**config.mk**
```make
export PLATFORM = sky130hd
export DESIGN_NAME = daisy_irq_unit
export DESIGN_NICKNAME = d
export VERILOG_FILES = /design/src/rtl/dirq_pkg.sv /design/src/rtl/dirq_strobe_decode.sv /design/src/rtl/dirq_ret_decode.sv /design/src/rtl/dirq_service.sv /design/src/rtl/dirq_vector_bank.sv /design/src/rtl/daisy_irq_unit.sv
export SDC_FILE = /design/constraint.sdc
export NUM_CORES = 1
export LEC_CHECK = 0
export ABC_CLOCK_PERIOD_IN_PS = 1700
export BUFFER_PORTS_ARGS = -buffer_cell sky130_fd_sc_hd__buf_2
export CAP_MARGIN = 20
export CORE_MARGIN = 5
export CORE_UTILIZATION = 48
export CTS_BUF_LIST = sky130_fd_sc_hd__clkbuf_8
export CTS_CLUSTER_DIAMETER = 50
export DETAILED_ROUTE_END_ITERATION = 10
export PLACE_DENSITY_LB_ADDON = 0.08
export SLEW_MARGIN = 20
export SYNTH_ARGS = -nofsm -noshare
export SYNTH_HDL_FRONTEND = slang
export SYNTH_HIERARCHICAL = 1
export SYNTH_SLANG_ARGS = --single-unit
```
**constraint.sdc**
```tcl
create_clock -name clk -period 1.7 [get_ports clk]
set_input_delay 0.34 -clock clk [delete_from_list [all_inputs] [get_ports clk]]
set_output_delay 0.34 -clock clk [all_outputs]
set_load 0.02 [all_outputs]
```
**src/rtl/dirq_pkg.sv**
```systemverilog
package dirq_pkg;

  localparam logic [7:0] OPC_PREFIX = 8'hED;
  localparam logic [7:0] OPC_RETURN = 8'h4D;

  typedef struct packed {
    logic fetch_live;
    logic ack_start;
    logic ack_live;
    logic op_sample;
    logic dev_rst;
  } strobe_ev_t;

endpackage

```
**src/rtl/dirq_strobe_decode.sv**
```systemverilog
module dirq_strobe_decode
  import dirq_pkg::*;
(
  input  logic       clk,
  input  logic       rst_n,
  input  logic       fetch_n,
  input  logic       iorq_n,
  input  logic       rd_n,
  output strobe_ev_t ev_o
);

  logic fetch_act, ack_act, op_act;
  logic fetch_q, ack_q, op_q, clean_q;
  logic clean_d;

  always_comb begin
    fetch_act = ~fetch_n;
    ack_act   = fetch_act & ~iorq_n;
    op_act    = fetch_act & ~rd_n & iorq_n;
    // clean_q stays set while a fetch pulse has seen neither read nor I/O request
    if (fetch_act) begin
      clean_d = (fetch_q ? clean_q : 1'b1) & rd_n & iorq_n;
    end else begin
      clean_d = 1'b1;
    end
  end

  always_ff @(posedge clk or negedge rst_n) begin
    if (!rst_n) begin
      fetch_q <= 1'b0;
      ack_q   <= 1'b0;
      op_q    <= 1'b0;
      clean_q <= 1'b1;
    end else begin
      fetch_q <= fetch_act;
      ack_q   <= ack_act;
      op_q    <= op_act;
      clean_q <= clean_d;
    end
  end

  always_comb begin
    ev_o.fetch_live = fetch_act;
    ev_o.ack_start  = ack_act & ~ack_q;
    ev_o.ack_live   = ack_act;
    ev_o.op_sample  = op_act & ~op_q;
    ev_o.dev_rst    = fetch_q & ~fetch_act & clean_q;
  end

endmodule

```
**src/rtl/dirq_ret_decode.sv**
```systemverilog
module dirq_ret_decode
  import dirq_pkg::*;
#(
  parameter int DW = 8
) (
  input  logic          clk,
  input  logic          rst_n,
  input  logic          op_sample,
  input  logic          dev_rst,
  input  logic [DW-1:0] opcode,
  output logic          prefix_seen,
  output logic          ret_hit
);

  logic prefix_q, prefix_d;
  logic is_prefix, is_return;

  always_comb begin
    is_prefix = (opcode[7:0] == OPC_PREFIX);
    is_return = (opcode[7:0] == OPC_RETURN);
    prefix_d  = prefix_q;
    ret_hit   = 1'b0;
    if (dev_rst) begin
      prefix_d = 1'b0;
    end else if (op_sample) begin
      // any fetched byte closes the window; only the prefix reopens it
      ret_hit  = prefix_q & is_return;
      prefix_d = is_prefix;
    end
  end

  always_ff @(posedge clk or negedge rst_n) begin
    if (!rst_n) begin
      prefix_q <= 1'b0;
    end else begin
      prefix_q <= prefix_d;
    end
  end

  assign prefix_seen = prefix_q;

  if (DW > 8) begin : g_wide
    logic unused_hi;
    assign unused_hi = ^opcode[DW-1:8];
  end

endmodule

```
**src/rtl/dirq_service.sv**
```systemverilog
module dirq_service #(
  parameter int NSRC = 2,
  localparam int SELW = (NSRC > 1) ? $clog2(NSRC) : 1
) (
  input  logic            clk,
  input  logic            rst_n,
  input  logic            iei,
  input  logic [NSRC-1:0] req_i,
  input  logic            freeze,
  input  logic            ack_start,
  input  logic            ret_hit,
  input  logic            prefix_seen,
  input  logic            dev_rst,
  output logic [NSRC-1:0] ius_o,
  output logic [NSRC-1:0] req_q_o,
  output logic [NSRC-1:0] ack_o,
  output logic            grant_any,
  output logic [SELW-1:0] grant_idx,
  output logic            int_drive,
  output logic            ieo
);

  logic [NSRC-1:0] req_q, req_d;
  logic [NSRC-1:0] ius_q, ius_d;
  logic [NSRC-1:0] ack_q, ack_d;
  logic [NSRC-1:0] cand;
  logic [NSRC-1:0] grant_oh;
  logic            claim;

  // request latch: closed while fetch sync is active
  always_comb begin
    req_d = freeze ? req_q : req_i;
  end

  // eligibility: not in service and nothing of higher rank in service
  always_comb begin
    logic blk;
    blk = 1'b0;
    for (int i = 0; i < NSRC; i++) begin
      cand[i] = req_q[i] & ~ius_q[i] & ~blk;
      blk     = blk | ius_q[i];
    end
  end

  always_comb begin
    logic found;
    found     = 1'b0;
    grant_oh  = '0;
    grant_idx = '0;
    for (int i = 0; i < NSRC; i++) begin
      if (cand[i] && !found) begin
        found       = 1'b1;
        grant_oh[i] = 1'b1;
        grant_idx   = SELW'(i);
      end
    end
    grant_any = found;
  end

  assign claim = ack_start & iei & grant_any;

  always_comb begin
    logic done;
    ius_d = ius_q;
    done  = 1'b0;
    if (dev_rst) begin
      ius_d = '0;
    end else begin
      if (claim) begin
        ius_d = ius_q | grant_oh;
      end
      if (ret_hit && iei) begin
        for (int i = 0; i < NSRC; i++) begin
          if (ius_q[i] && !done) begin
            ius_d[i] = 1'b0;
            done     = 1'b1;
          end
        end
      end
    end
    ack_d = claim ? grant_oh : '0;
  end

  always_ff @(posedge clk or negedge rst_n) begin
    if (!rst_n) begin
      req_q <= '0;
      ius_q <= '0;
      ack_q <= '0;
    end else begin
      req_q <= req_d;
      ius_q <= ius_d;
      ack_q <= ack_d;
    end
  end

  always_comb begin
    int_drive = iei & (|cand);
    ieo       = iei & ~(|ius_q) & (~(|cand) | prefix_seen);
  end

  assign ius_o   = ius_q;
  assign req_q_o = req_q;
  assign ack_o   = ack_q;

endmodule

```
**src/rtl/dirq_vector_bank.sv**
```systemverilog
module dirq_vector_bank #(
  parameter int NSRC = 2,
  parameter int DW   = 8,
  localparam int SELW = (NSRC > 1) ? $clog2(NSRC) : 1
) (
  input  logic            clk,
  input  logic            rst_n,
  input  logic [NSRC-1:0] vec_we,
  input  logic [DW-1:0]   vec_wdata,
  input  logic [SELW-1:0] sel,
  output logic [DW-1:0]   vec_o
);

  logic [DW-1:0] vec_q [NSRC];

  for (genvar g = 0; g < NSRC; g++) begin : g_vec
    logic [DW-1:0] vec_d;
    always_comb begin
      vec_d = vec_we[g] ? {vec_wdata[DW-1:1], 1'b0} : vec_q[g];
    end
    always_ff @(posedge clk or negedge rst_n) begin
      if (!rst_n) begin
        vec_q[g] <= '0;
      end else begin
        vec_q[g] <= vec_d;
      end
    end
  end

  always_comb begin
    vec_o = '0;
    for (int i = 0; i < NSRC; i++) begin
      if (sel == SELW'(i)) begin
        vec_o = vec_q[i];
      end
    end
  end

endmodule

```
**src/rtl/daisy_irq_unit.sv**
```systemverilog
module daisy_irq_unit
  import dirq_pkg::*;
#(
  parameter int NSRC = 2,
  parameter int DW   = 8
) (
  input  logic            clk,
  input  logic            rst_n,
  input  logic            iei,
  output logic            ieo,
  output logic            int_drive,
  input  logic            fetch_n,
  input  logic            iorq_n,
  input  logic            rd_n,
  input  logic [DW-1:0]   data_i,
  output logic [DW-1:0]   data_o,
  output logic            data_oe,
  input  logic [NSRC-1:0] req_i,
  output logic [NSRC-1:0] ack_o,
  input  logic [NSRC-1:0] vec_we,
  input  logic [DW-1:0]   vec_wdata,
  output logic            dev_rst_o
);

  localparam int SELW = (NSRC > 1) ? $clog2(NSRC) : 1;

  strobe_ev_t      ev;
  logic            prefix_seen, ret_hit;
  logic [NSRC-1:0] ius, req_q;
  logic            grant_any;
  logic [SELW-1:0] grant_idx;
  logic            claim_q, claim_d;
  logic [SELW-1:0] sel_q, sel_d;
  logic [DW-1:0]   vec_sel;

  dirq_strobe_decode u_strobe (
    .clk     (clk),
    .rst_n   (rst_n),
    .fetch_n (fetch_n),
    .iorq_n  (iorq_n),
    .rd_n    (rd_n),
    .ev_o    (ev)
  );

  dirq_ret_decode #(.DW(DW)) u_ret (
    .clk         (clk),
    .rst_n       (rst_n),
    .op_sample   (ev.op_sample),
    .dev_rst     (ev.dev_rst),
    .opcode      (data_i),
    .prefix_seen (prefix_seen),
    .ret_hit     (ret_hit)
  );

  dirq_service #(.NSRC(NSRC)) u_svc (
    .clk         (clk),
    .rst_n       (rst_n),
    .iei         (iei),
    .req_i       (req_i),
    .freeze      (ev.fetch_live),
    .ack_start   (ev.ack_start),
    .ret_hit     (ret_hit),
    .prefix_seen (prefix_seen),
    .dev_rst     (ev.dev_rst),
    .ius_o       (ius),
    .req_q_o     (req_q),
    .ack_o       (ack_o),
    .grant_any   (grant_any),
    .grant_idx   (grant_idx),
    .int_drive   (int_drive),
    .ieo         (ieo)
  );

  dirq_vector_bank #(.NSRC(NSRC), .DW(DW)) u_vec (
    .clk       (clk),
    .rst_n     (rst_n),
    .vec_we    (vec_we),
    .vec_wdata (vec_wdata),
    .sel       (sel_q),
    .vec_o     (vec_sel)
  );

  // claim tracking for the length of the acknowledge
  always_comb begin
    claim_d = claim_q;
    sel_d   = sel_q;
    if (!ev.ack_live || ev.dev_rst) begin
      claim_d = 1'b0;
    end else if (ev.ack_start) begin
      claim_d = iei & grant_any;
      sel_d   = grant_idx;
    end
  end

  always_ff @(posedge clk or negedge rst_n) begin
    if (!rst_n) begin
      claim_q <= 1'b0;
      sel_q   <= '0;
    end else begin
      claim_q <= claim_d;
      sel_q   <= sel_d;
    end
  end

  always_comb begin
    data_oe   = ev.ack_live & claim_q;
    data_o    = data_oe ? vec_sel : '0;
    dev_rst_o = ev.dev_rst;
  end

endmodule

```
# Word-level counts from Yosys, hierarchy flattened
# Cells that the tools add are included.
# W data, S select, Z words.
# word_totals
reg_bits,27
output_inout_bits,14
input_bits,26
# op_classes
bitwise_logic,32
reduce_logical,12
n_mux,22
eq_ne,2
# ops
cell,count
$and A1 B1 Y1,20
$mux W1,16
$mux W8,2
$not A1 Y1,10
$eq A8 B7 Y1 const B,1
$eq A8 B8 Y1 const B,1
$mux W2,4
$reduce_bool A2 Y1,2
$reduce_or A2 Y1,2
$logic_and A1 B1 Y1,3
$logic_not A1 Y1,3
$or A2 B2 Y2,1
$reduce_and A2 Y1,1
$logic_or A1 B1 Y1,1
$or A1 B1 Y1,1

# Depth between registers and ports, before layout
# Gate-level depths: netlist of run 1.
# depth
word_depth,14
mapped_depth,7

# Hierarchy
# Netlist of run 1, hierarchy kept.
# by_module_without_submodules
module,instances,seq_area_each_um2,cells_each,area_each_um2
dirq_vector_bank,1,350.3,40,710.7
dirq_service,1,150.1,24,292.8
dirq_strobe_decode,1,101.3,15,171.4
daisy_irq_unit,1,50.0,18,155.1
dirq_ret_decode,1,25.0,9,91.3

# Worst setup path before layout of run 1
# No wires, ideal clock.
# synth_timing
path_type,flip-flop to flip-flop
startpoint,reg u_strobe.clean_q
endpoint,reg u_svc.ius_q[0] (netlist: u_svc/ius_o[0])
slack_ns,-0.009
path_buffers,0
t_required_ns,1.567
arrival_time_ns,1.576
stages_incl_launch_ff,7
cell_sequence,dfstp_2 > and3_1 > or4b_1 > nor4_2 > nand2_1 > a21oi_1 > nor2_1
# synth_between
elab_chain_cells,5
# synth_rtl
element,line,text
start: declaration,dirq_strobe_decode.sv:13,"logic fetch_q, ack_q, op_q, clean_q;"
start signal: assignment,dirq_strobe_decode.sv:38,clean_q <= clean_d;
$and A1 B1 Y1,dirq_strobe_decode.sv:47,ev_o.dev_rst = fetch_q & ~fetch_act & clean_q;
named net dev_rst_o,daisy_irq_unit.sv:22,output logic dev_rst_o
$mux W1,dirq_ret_decode.sv:23,if (dev_rst) begin
named net ret_hit,daisy_irq_unit.sv:28,"logic prefix_seen, ret_hit;"
$logic_and A1 B1 Y1,dirq_service.sv:72,if (ret_hit && iei) begin
$mux W2,dirq_service.sv:72,
$mux W2,dirq_service.sv:66,if (dev_rst) begin
named net u_svc.ius_d[0],dirq_service.sv:24,"logic [NSRC-1:0] ius_q, ius_d;"
end signal: assignment,dirq_service.sv:91,ius_q <= ius_d;
end: declaration,dirq_service.sv:24,
# The timed path passes the listed nets, and every way through them passes these cells.
# A chain may end at the register's enable or synchronous reset.

# Worst setup path after layout of run 1
# layout_timing
startpoint,reg sel_q
endpoint,out data_o[7]
# layout_between
elab_chain_cells,2
# layout_rtl
element,line,text
start: declaration,daisy_irq_unit.sv:33,"logic [SELW-1:0] sel_q, sel_d;"
start signal: assignment,daisy_irq_unit.sv:101,sel_q <= sel_d;
$mux W8,dirq_vector_bank.sv:33,if (sel == SELW'(i)) begin
named net vec_sel[7],daisy_irq_unit.sv:34,logic [DW-1:0] vec_sel;
$mux W8,daisy_irq_unit.sv:107,data_o = data_oe ? vec_sel : '0;
end: declaration,daisy_irq_unit.sv:16,"output logic [DW-1:0] data_o,"
# The timed path passes the listed nets, and every way through them passes these cells.

==> impl.org, run 1 <==
** Yosys
- Synthesis inferred 27 register bits.
- Number of cells produced by synthesis :: roughly 110
- By area, the combinational part of the netlist is dominated by multiplexers.
- The synthesized netlist occupies a cell area of between 1000 and 1500 um2.
- The number of different library cells used by synthesis comes to 34.
- Fraction of the mapped netlist area in adder cells :: 0%
- Yosys mapped a number of flops with a built-in enable equal to 0.
- Primary FF master, synth :: dfrtp_1
- Syn Nets :: about 130
- The synthesized netlist devotes around 4.2% of its cell area to compound gates.
- Syn. warnings :: 6
- Async set-or-reset flop fraction in the synthesized netlist :: between 90% and 100%
- Synthesized-area fraction occupied by and/or/nand/nor cells :: between 10% and 20%
- Summing the areas of all xor and xnor instances in the mapped netlist gives 0% of the synthesized area.
- Dividing the synthesized area by the synthesized cell count gives 13.4 um2.
- After synthesis, flip-flops and latches occupy between 40% and 50% of the total area.
- Share of cell area taken by muxes after synthesis :: between 20 and 25%

** Place
- Detailed Place HPWL :: around 2 mm
- Buffers placed on the I/O ports in this run total 37.
- Placed Area :: about 1600 um2
- Final weighted congestion in routability-driven placement :: ~0.75

** STA
- Across all setup checks in the final design, the least slack found is -0.0666 ns.
- Clock skew :: 0.00565 ns
- The final critical path takes up 104% of the cycle.
- Subtracting the final worst setup slack from the clock period gives approximately 1.8 ns.
- At the pin with the least slew margin, the transition time is about 0.58 ns.
- Unrepaired setup endpoints after global routing :: yes
- Based on the critical path, the design can be clocked at up to 0.566 GHz.
- The number of max-slew violations in the final report is 0.
- Setup Viol. Count Final :: 7
- Relative slew slack :: 61.5%
- The final number of hold-violating endpoints was 0.
- Across all hold checks on the routed design, the worst slack comes to ~0.063 ns.

** Global route
- Congestion Overflow GR :: 0
- Entering global routing, the biggest net connects 28 pins.
- Initial antenna violation count :: 0
- Global routing used ~14% of the available tracks.
- The via count of the first global-routing pass is between 1k and 1.5k.
- The first global-routing pass estimated 4.51 mm of wire.

** Critical path
- Data on the critical path is required at its endpoint by approximately 1.4 ns.
- Data on the critical path arrives at its endpoint at between 1 and 1.5 ns.
- In this run the worst path has a maximum fanout of 8.
- The worst setup path is captured at a primary output.
- STA classifies the critical path startpoint as a register.
- Worst Path Class, Setup :: register to primary output
- The worst register-to-register path begins at u_strobe/fetch_q.
- Worst setup path startpoint :: sel_q

** Cells and area
- Layout cells sized above 1 :: between 60% and 70%
- Relative to the synthesized area, the layout overhead comes to 28.3%.
- Once layout is done, the placed cells without fillers occupy ~1800 um2.
- For this run, the post-layout net count is approximately 180.
- The repair_antennas step left the layout with diodes totalling 0.

** Floorplan
- Starting Density :: between 50% and 60%
- Count of standard-cell rows :: 19
- Full die area :: 4150 um2
- The die is 64.4 um tall.
- Horiz. Die Dim :: roughly 64 um
- In this run the standard cell core region covers around 2800 um2.
- Pin placement for this block handled 40 I/O pins.

** Pwr
- Cell leakage power :: between 0.9 and 1 nW
- Highest ir drop seen on vdd :: about 0.53 mV
- Power Dens Cells :: a little under 800 nW/um2

** CTS
- Number of sinks driven by the clock tree :: 27
- TritonCTS created 3 clock buffers.
- TritonCTS clock tree :: built
- Later-pin clock latency in the skew report :: 0.26 ns
- In this run the number of H-tree levels came out at 1.
- The longest clock path from root to sink contains 2 buffers.
- Clock-pin slew was measured on the worst setup and hold paths at about 0.09 ns.
- Cell at the root of the clock tree :: clkbuf_8

** Flow run
- Max-capacitance violation count :: 0

** Outcome
- The checks that failed: negative setup slack.
- The flow ran to the end, but the final reports show violations.

** Min path
- Class of the most critical hold timing path :: input port to async pin

** Detailed routing
- After detailed routing, the number of vias per cell comes to between 5 and 6.
- Remaining antenna violation count after routing :: 0
- For this run, design rule violations remaining after detail routing come to 0.
- Routed wire length :: approximately 2.7 mm
- Number of design-rule violations left by the first detailed-router iteration :: 17
- The detailed router placed 944 vias in this run.
- The first detailed-routing pass ran for 4 iterations.
- Dividing the detail-routed wire length by the instance count gives 14.7 um.
==> worst max-delay path: stages, from the launching register on <==
cell     delay, ns
dfrtp_2       0.53
mux2_4        0.33
and3_4        0.18
buf_6         0.12
==> where the power goes <==
part	switching [W]	total [W]	leakage [nW]	internal (W)
combinational	0.000118	0.000320	0.546	0.000203
clock	0.000185	0.000346	0.0269	0.000161
sequential	0.0000586	0.000759	0.328	0.000701
total	0.000361	0.00143	0.902	0.00106
==> placed cells by master (no fill, tap or decap), types with 2 or more instances in the layout <==
cell | Yosys | layout
nand2b_1 | 4 | 4
mux2_4 | 22 | 22
buf_6 | 3 | 7
dfrtp_1 | 26 | 24
clkbuf_8 | 0 | 3
and3_4 | 0 | 8
and2_1 | 2 | 2
inv_1 | 5 | 6
buf_2 | 0 | 28
nand4b_1 | 2 | 2
a21oi_2 | 1 | 2
buf_4 | 3 | 12
dfrtp_2 | 0 | 2
mux2_2 | 2 | 2
nor2_1 | 3 | 2
==> synth_stat cells, drive strengths merged, types with 2 or more instances <==
cell / instances / area [um2]
a21oi: 3 / 18.8
and2: 2 / 12.5
and3: 10 / 63.8
buf: 6 / 56.3
dfrtp: 26 / 651
inv: 5 / 18.8
mux2: 24 / 353
nand2: 2 / 7.51
nand2b: 4 / 25.0
nand4b: 2 / 17.5
nor2: 3 / 11.3
==> kinds of logic after synthesis <==
family / count (synthesis)
AND/OR/NAND/NOR: 34
flip-flops: 27
multiplexers: 24
buffers and inverters: 12
AO/OA/AOI/OAI: 8
other: 1
==> worst paths after layout <==
path | slack [ns] | endpoint | cells past startpoint
max in group asynchronous | 1.23 | sel_q | 1
min in group clk | 0.24 | u_strobe/op_q | 2
hold reg to reg | 0.51 | u_vec/vec_q[14] | 1
hold / removal | 0.06 | u_vec/vec_q[2] | 1
setup / recovery | -0.07 | data_o[7] | 3
setup reg to reg | 0.03 | u_svc/ius_o[1] | 6
==> per-layer routing <==
| layer | track usage, % | wire [um] | up-vias |
|---|---|---|---|
| met5 | 0 | 0 | - |
| met4 | 3.96 | 17 | 0 |
| met3 | 3.28 | 116 | 2 |
| met2 | 22.0 | 1250 | 22 |
| met1 | 18.5 | 1280 | 460 |
| li1 | - | - | 460 |
==> registers in the layout, indices dropped and copies added, names as in the netlist, 2 cells and up <==
signal         count
u_vec/vec_q       14
u_svc/req_q_o      2
u_svc/ack_o        2
u_svc/ius_o        2
==> through the flow <==
| stage | util (%) | setup TNS (ns) | setup WS (ns) | power (W) | cells |
|---|---|---|---|---|---|
| global placement | 58.7 | -0.213 | -0.117 | 0.00106 | 175 |
| CTS | 64.2 | -0.523 | -0.0823 | 0.00143 | 181 |
| finish | 65.0 | -0.404 | -0.0666 | 0.00143 | 181 |
| detailed placement | 58.7 | -0.308 | -0.172 | 0.00107 | 175 |
| global route | 65.0 | -0.931 | -0.115 | 0.00150 | 181 |
| floorplan | - | 0 | 0.0256 | 0.000985 | 106 |
==> area by class of cell <==
type,count,area [um2]
flip-flops and latches,27,679
clock buffers,3,41.3
multi-input cells,67,732
well taps,31,38.8
repair buffers,47,309
clock inverters,1,3.75
inverters,5,18.8
fillers,235,982
==> what timing repair did <==
| item | 4_1_cts | 5_1_grt |
|---|---|---|
| hold endpoints to repair | 0 | 0 |
| pin swaps | 1 | 3 |
| resized for setup | 25 | 7 |
| setup endpoints to repair | 9 | 11 |
| buffers inserted | 2 | 0 |
| hold buffers | 0 | 0 |
No activity file was read; power rests on OpenSTA's default activity.
==> inputs of run 2 (changes only) <==
ABC_AREA = 1   (was default)
ABC_CLOCK_PERIOD_IN_PS = 2200   (was 1700)
CORE_UTILIZATION = 50   (was 48)
clock period = 2.2 ns   (was 1.7 ns; I/O delays follow)
==> run 2 against run 1 <==
Compared with the run above: the run now ends clean; sequential share of layout area rose by 4.7 points; clock power fell by 20%; synthesized area fell by 1.9%; via count rose by 26%; clock-buffer cell count did not move; final cell count rose by 43%; first-iteration DRC count rose to 4.2 times the previous value; core utilization fell by 5.4 points; critical path depth did not move.
==> impl.org, run 2 <==
** CTS
- Htree depth :: 1
- TritonCTS clock tree :: built
- The cell sitting at the root of the clock tree is a clkbuf_8.
- Num CTS Buffers :: 3
- Clock tree synthesis found a total of 27 sinks.
- After clock tree synthesis, the clock-pin slew on the worst setup and hold paths is about 0.09 ns.
- Buffers inserted to repair hold after CTS numbered 0.
- Buffer depth of the longest clock path :: 2
- Gates resized during post-CTS repair numbered 0.
- Setup bufs post-CTS :: 0
- At the later pin of the worst-skew pair, clock insertion delay measures between 0.2 and 0.3 ns.

** Yosys
- The synthesized design contains 0 enable-type register cells.
- For this run, the register share of the synthesized area comes to about half.
- Dividing the synthesized area by the synthesized cell count gives about 7.3 um2.
- Async set-or-reset flop fraction in the synthesized netlist :: 100%
- Synthesis instantiated 22 different standard cells from the library.
- Register bit total from synthesis :: 27
- Number of cells produced by synthesis :: between 150 and 200
- Synth top area share :: 46.7%
- Syn Nets :: between 200 and 250
- Top-count cell post-synth :: nand2_1
- Synthesized cell area :: approximately 1400 um2
- Cell type with the highest aggregate area in the netlist :: dfrtp_1
- Cells taking the most area after synthesis :: dfrtp_1 (47%), nand2_1 (23%), inv_1 (7.5%)
- Primary FF master, synth :: dfrtp_1
- Yosys printed 6 warnings.
- Counting instances in the post-synthesis netlist gives the leading cell types as nand2_1 (86), inv_1 (28), dfrtp_1 (26), nor2_1 (14).

** Detailed routing
- After detailed routing, the total wire length is about 2.8 mm.
- Remaining antenna violation count after routing :: 0
- For this block, the via count after detailed routing is roughly 1.2k.
- WL/cell :: approximately 11 um
- 1st-pass router iterations :: 4
- DRC errors left :: 0
- In the routed layout, each cell is associated on average with a via count of between 4 and 5.
- Number of design-rule violations left by the first detailed-router iteration :: 72

** Place
- During placement, the flow inserted port buffers numbering 37.
- Timing analysis after detailed placement gives a worst setup slack of between 0.4 and 0.5 ns.
- The HPWL after detailed placement is 2.16 mm.
- Final weighted congestion in routability-driven placement :: between 0.8 and 0.9

** Global route
- Wire length of the first global-routing pass :: between 4 and 5 mm
- Congestion Overflow GR :: 0
- Entering global routing, the biggest net connects 28 pins.
- Tot GR Track Use :: between 10% and 20%
- The number of antenna violations at the first check in global routing was 0.
- The via count of the first global-routing pass was roughly 1.1k.

** Pwr
- For this design the static power due to leakage is just under 1 nW.
- Post-layout total power :: 0.00103 W
- For this design the ratio of total power to cell area is between 600 and 700 nW/um2.
- IR analysis of the VDD net gives a maximum drop of 0.560 mV.

** Cells and area
- Final layout net count :: 254
- The number of antenna diodes in the final layout is 0.
- Leading cell type in the layout, fill and taps excluded :: nand2_1
- Register name with the most flops :: u_vec/vec_q
- Number of fill cells :: ~260
- Relative area change from synthesis to final layout :: 15.8%
- Multi-input logic area :: approximately 540 um2
- The register with the most flip-flops in the layout has 14 of them.
- Of the cells placed in the final design, the portion with a size suffix greater than 1 is between 20% and 30%.
- Highest-count cells in the layout ignoring fill and taps :: nand2_1 (86), buf_2 (37), inv_1 (29), dfrtp_1 (26), nor2_1 (14)
- In the final layout, flip-flops and latches occupy 677 um2.
- Util after Layout :: between 50% and 60%

** Critical path
- Delay of the slowest cell on the worst path :: ~0.52 ns
- Setup crit start kind :: register
- Among all stages on the critical path, the largest delay is contributed by dfstp_2.
- Of all nets on the critical path, the largest fanout is 6.
- Arrival time of the worst setup path :: 1.47 ns
- Crit path required time :: 1.76 ns
- Ordered list of cells on the worst path :: inv_1 > nor2_1 > buf_2
- By startpoint and endpoint, the worst setup path is classified as register to primary output.
- The worst setup path is captured at a primary output.

** STA
- Setup slack closes at ~0.29 ns.
- Relative slew slack :: about three fifths
- Between clock sinks in the finished design, the worst skew comes to between 0.003 and 0.004 ns.
- Setup violations remaining at the end of the flow were counted as 0.
- Static timing analysis puts the maximum clock frequency at approximately 0.52 GHz.
- Of the available clock period, the critical path in the final layout requires 87.0%.
- For the pin with the worst max-slew slack, the measured transition is a little under 0.6 ns.
- Setup repair after global routing left no endpoint under its margin.
- The number of max-slew violations in the final report was 0.
- The final number of hold-violating endpoints was 0.
- Fin crit period :: between 1.5 and 2 ns
- Final sum of negative setup slack :: 0 ns

** Floorplan
- The die is ~63 um tall.
- The region available for standard cell placement spans between 2000 and 3000 um2.
- The initial utilization of the core area, before any placement, comes to 51.4%.
- Horiz. Die Dim :: 62.8 um
- Count of standard-cell rows :: 19
- For this design the top-level I/O count stands at 40.
- The die covers between 3000 and 4000 um2.

** Outcome
- The flow ran to the end, and the final reports show no timing, DRC or antenna violations.

** Min path
- The path class of the tightest hold or removal check is input port to async pin.

** Flow run
- Across the run, the number of max-cap violations was 0.
[run 2: kinds of logic (layout without fill, tap and decap cells)]
kind of cell	after synthesis	in the layout	share of synthesized area, %
AO/OA/AOI/OAI	9	9	3.86
buffers and inverters	38	74	12.7
flip-flops	27	27	48.6
multiplexers	1	1	0.808
other	1	1	0.269
AND/OR/NAND/NOR	115	115	33.8
[run 2: worst paths after layout]
| check | start | to | slack, ns | depth (start not counted) |
|---|---|---|---|---|
| hold / removal | rst_n | u_svc/ius_o[1] | 0.16 | 1 |
| hold reg to reg | u_vec/vec_q[14] | u_vec/vec_q[14] | 0.48 | 2 |
| min in group clk | vec_wdata[3] | u_vec/vec_q[3] | 0.38 | 3 |
| max in group asynchronous | rst_n | u_strobe/ack_q | 1.65 | 1 |
| setup / recovery | u_strobe/clean_q | dev_rst_o | 0.29 | 3 |
| setup reg to reg | u_strobe/clean_q | u_svc/ius_o[1] | 0.61 | 8 |
[run 2: critical path: cells and delay by family, from the launching register on]
kind                   cells  cell delay [ns]
and+or+nand+nor            1             0.39
buffers and inverters      2             0.30
DFF                        1             0.52
[run 2: per-layer routing]
layer  up-vias  global-route usage [%]  routed length, um
met5         -                       0                  0
met4         0                    4.77                 26
met3         4                    3.06                159
met2        26                    25.3               1370
met1       535                    20.5               1290
li1        628                       -                  -
[run 2: layout make-up]
type	count	share of cell area (%)
inverters	32	7.44
clock inverters	1	0.233
flip-flops and latches	27	41.9
clock buffers	3	2.56
repair buffers	38	11.9
well taps	31	2.40
multi-input cells	126	33.5
[run 2: power breakdown]
part	total [W]	switching [W]	internal (W)
clock	0.000276	0.000151	0.000125
combinational	0.000188	0.000118	0.0000696
sequential	0.000569	0.0000315	0.000538
[run 2: per-stage QoR]
step	instance area (um2)	std cells	hold slack, ns
2_1_floorplan	1390	191	0.144
3_3_place_gp	1570	254	0.454
3_5_place_dp	1570	254	0.458
4_1_cts	1610	258	0.177
5_1_grt	1610	258	0.211
6_report	1610	258	0.162
==> inputs of run 3 (changes only) <==
BUFFER_PORTS_ARGS = default   (was -buffer_cell sky130_fd_sc_hd__buf_2)
CORE_ASPECT_RATIO = 2   (was default)
DONT_BUFFER_PORTS = 1   (was default)
==> run 3 against run 2 <==
Compared with the run above: clock skew is 0.0012 ns lower; global-route usage down 0.46 points; final area decreased by 8.7%; sequential power about the same; core utilization down 5.7 points; routed wire length is 8.6% lower; via count decreased by 12%.
==> impl.org, run 3 (synthesized netlist as in run 2, its figures left out) <==
** Critical path
- The endpoint identified for the worst register-to-register timing path is u_svc/ius_o[1].
- For flop-to-flop paths, the worst setup slack is approximately 0.76 ns.
- Of all nets on the critical path, the largest fanout is 9.
- The worst register-to-register path begins at u_strobe/fetch_q.
- Path depth of the worst reg2reg path :: 9
- The worst setup path is launched from a register.
- Arrival time of the worst setup path :: 1.39 ns
- The critical path is of the register to primary output type.
- Data on the critical path is required at its endpoint by between 1.5 and 2 ns.
- Critical path endpoint category :: primary output

** CTS
- Clock tree synthesis inserted a total of 3 buffers.
- The number of gates resized after CTS was 0.
- Counting along the longest clock path gives a buffer depth of 2.
- Htree depth :: 1
- Cell at the root of the clock tree :: clkbuf_8
- TritonCTS built the clock tree.
- Later-pin clock latency in the skew report :: 0.26 ns
- Clock-pin slew was measured on the worst setup and hold paths at ~0.08 ns.
- Number of sinks driven by the clock tree :: 27

** Place
- The HPWL after detailed placement is 2.12 mm.
- Final weighted congestion in routability-driven placement :: roughly 0.74
- Input and output buffers added on the ports amount to 0.
- After detailed placement, the total cell area comes to between 1000 and 1500 um2.

** Outcome
- The flow ran to the end, and the final reports show no timing, DRC or antenna violations.

** Pwr
- IR analysis of the VDD net gives a maximum drop of around 0.41 mV.
- Combinational fraction of design power :: around 16%
- Power spread over the standard cell area amounts to approximately 670 nW/um2.
- Part of the total power dissipated in the clock network :: roughly a quarter
- Internal portion of total power :: 0.000720 W
- Sw Ratio :: between 20% and 30%
- The analysis attributes to cell leakage a power of 0.849 nW.
- The share of total power dissipated in sequential elements is 57.7%.
- The analysis attributes to net switching a power of between 0.0002 and 0.0003 W.

** Floorplan
- Count of standard-cell rows :: 27
- Area of the core :: roughly 2700 um2
- Once the floorplan was initialized, standard cells occupied roughly half of the core.
- Die outline height :: ~85 um
- Horiz. Die Dim :: 47.3 um
- The die covers about 4000 um2.
- Top-Level Pins :: 40

** Detailed routing
- 1st-pass router iterations :: 4
- In the routed layout, each cell is associated on average with a via count of 4.70.
- The detailed router placed about 1.0k vias in this run.
- DRC errors left :: 0
- Number of design-rule violations left by the first detailed-router iteration :: 23
- Routed wire length :: around 2.6 mm
- Remaining antenna violation count after routing :: 0
- After detailed routing, the average wire length per cell comes to ~12 um.

** Cells and area
- The library cell used most frequently in the layout, excluding fill and tap cells, is nand2_1.
- The register with the most flip-flops in the final layout is u_vec/vec_q.
- Number of inserted diodes :: 0
- From synthesis to final layout, the design area changed by 5.74%.
- Summing all non-filler instances in the final layout gives an area of about 1500 um2.
- Layout cells sized above 1 :: between 10% and 20%
- The top cell types in the final layout, fill and taps aside, are nand2_1 (86), inv_1 (29), dfrtp_1 (26), nor2_1 (14).
- Final layout net count :: about 220
- The register with the most flip-flops in the layout has 14 of them.

** STA
- Counting I/O delays and the setup requirement, the final critical path takes 1.83 ns.
- Top achievable clock speed :: 0.545 GHz
- Final Hold Vio Count :: 0
- Final sum of negative setup slack :: 0 ns
- Clock skew :: approximately 0.0019 ns
- After layout, the worst path uses 83.3% of the clock period.
- Final Max Slew Viols :: 0
- Setup repair after global routing left no endpoint under its margin.
- Setup Viol. Count Final :: 0

** Min path
- Worst hold path startpoint :: vec_we[0]
- Class of the most critical hold timing path :: input port to register
- Hold worst-path end :: u_vec/vec_q[12]
- The worst hold path was traced through 2 stages.

** Global route
- Tot GR Track Use :: 15.0%
- Initial antenna violation count :: 0
- Summed over all layers, the global routing overflow is 0.
- The via count of the first global-routing pass is 1037.
- Maximum number of pins on one net before global-route repair :: 27
- The first global-routing pass estimated roughly 4.4 mm of wire.

** Flow run
- Max-capacitance violation count :: 0
==> run 3: cell count changes in the layout (fill, tap and decap cells not counted) <==
cell	previous run	this run
dlygate4sd3_1	0	2
buf_4	1	2
buf_12	0	1
buf_2	37	0
==> run 3: final cells by class <==
| cell class | instances | area (um2) |
|---|---|---|
| timing repair buffer | 5 | 55.1 |
| inverter | 32 | 120 |
| clock inverter | 1 | 3.75 |
| multi-input combinational | 126 | 541 |
| sequential | 27 | 677 |
| tap | 29 | 36.3 |
| clock buffer | 3 | 41.3 |
| fill | 256 | 1260 |
==> run 3: worst max-delay path by stage <==
stage | startpoint | end | slack [ns] | depth (start not counted)
final | sel_q | data_o[7] | 0.37 | 5
after global routing | sel_q | data_o[2] | 0.23 | 5
after CTS | sel_q | data_o[3] | 0.34 | 5
after detailed placement | sel_q | data_o[3] | 0.64 | 5
after global placement | sel_q | data_o[6] | 0.65 | 5
after floorplan | u_strobe/clean_q | u_svc/ius_o[0] | 0.63 | 8
==> run 3: what timing repair did <==
item,CTS,global route
buffers inserted,0,0
endpoints found under the hold margin,26,1
hold buffers,2,1
==> run 3: power groups by stage <==
stage / Clock, W / Sequential [W] / Combinational [W]
floorplan: 0 / 0.000568 / 0.000139
global placement: 0 / 0.000577 / 0.000139
detailed placement: 0 / 0.000579 / 0.000142
CTS: 0.000275 / 0.000569 / 0.000158
global route: 0.000293 / 0.000576 / 0.000185
finish: 0.000262 / 0.000569 / 0.000156
==> run 3: critical path, cell delays in order, from the launching register on <==
cell and delay, ns:
dfrtp_1 0.50, inv_2 0.17, nand2_1 0.06, nand2_1 0.06, inv_1 0.04, nor2_1 0.31
==> run 3: through the flow <==
stage	util [%]	total power [W]	worst slack, ns	hold slack, ns	cells
after floorplan	-	0.000707	0.626	0.144	191
after global placement	50.8	0.000715	0.654	0.145	216
after detailed placement	50.8	0.000721	0.638	0.145	216
after CTS	53.5	0.00100	0.336	0.000382	222
after global routing	53.9	0.00105	0.227	0.275	223
final	53.9	0.000986	0.366	0.286	223
==> run 3: per-layer routing <==
| layer | share of wire [%] | vias to the layer above | global-route usage (%) |
|---|---|---|---|
| met1 | 36 | 463 | 15.7 |
| met4 | 0.92 | 0 | 5.29 |
| met3 | 6.1 | 2 | 2.79 |
| met5 | 0 | - | 0 |
| met2 | 57 | 24 | 27.3 |
| li1 | - | 560 | - |
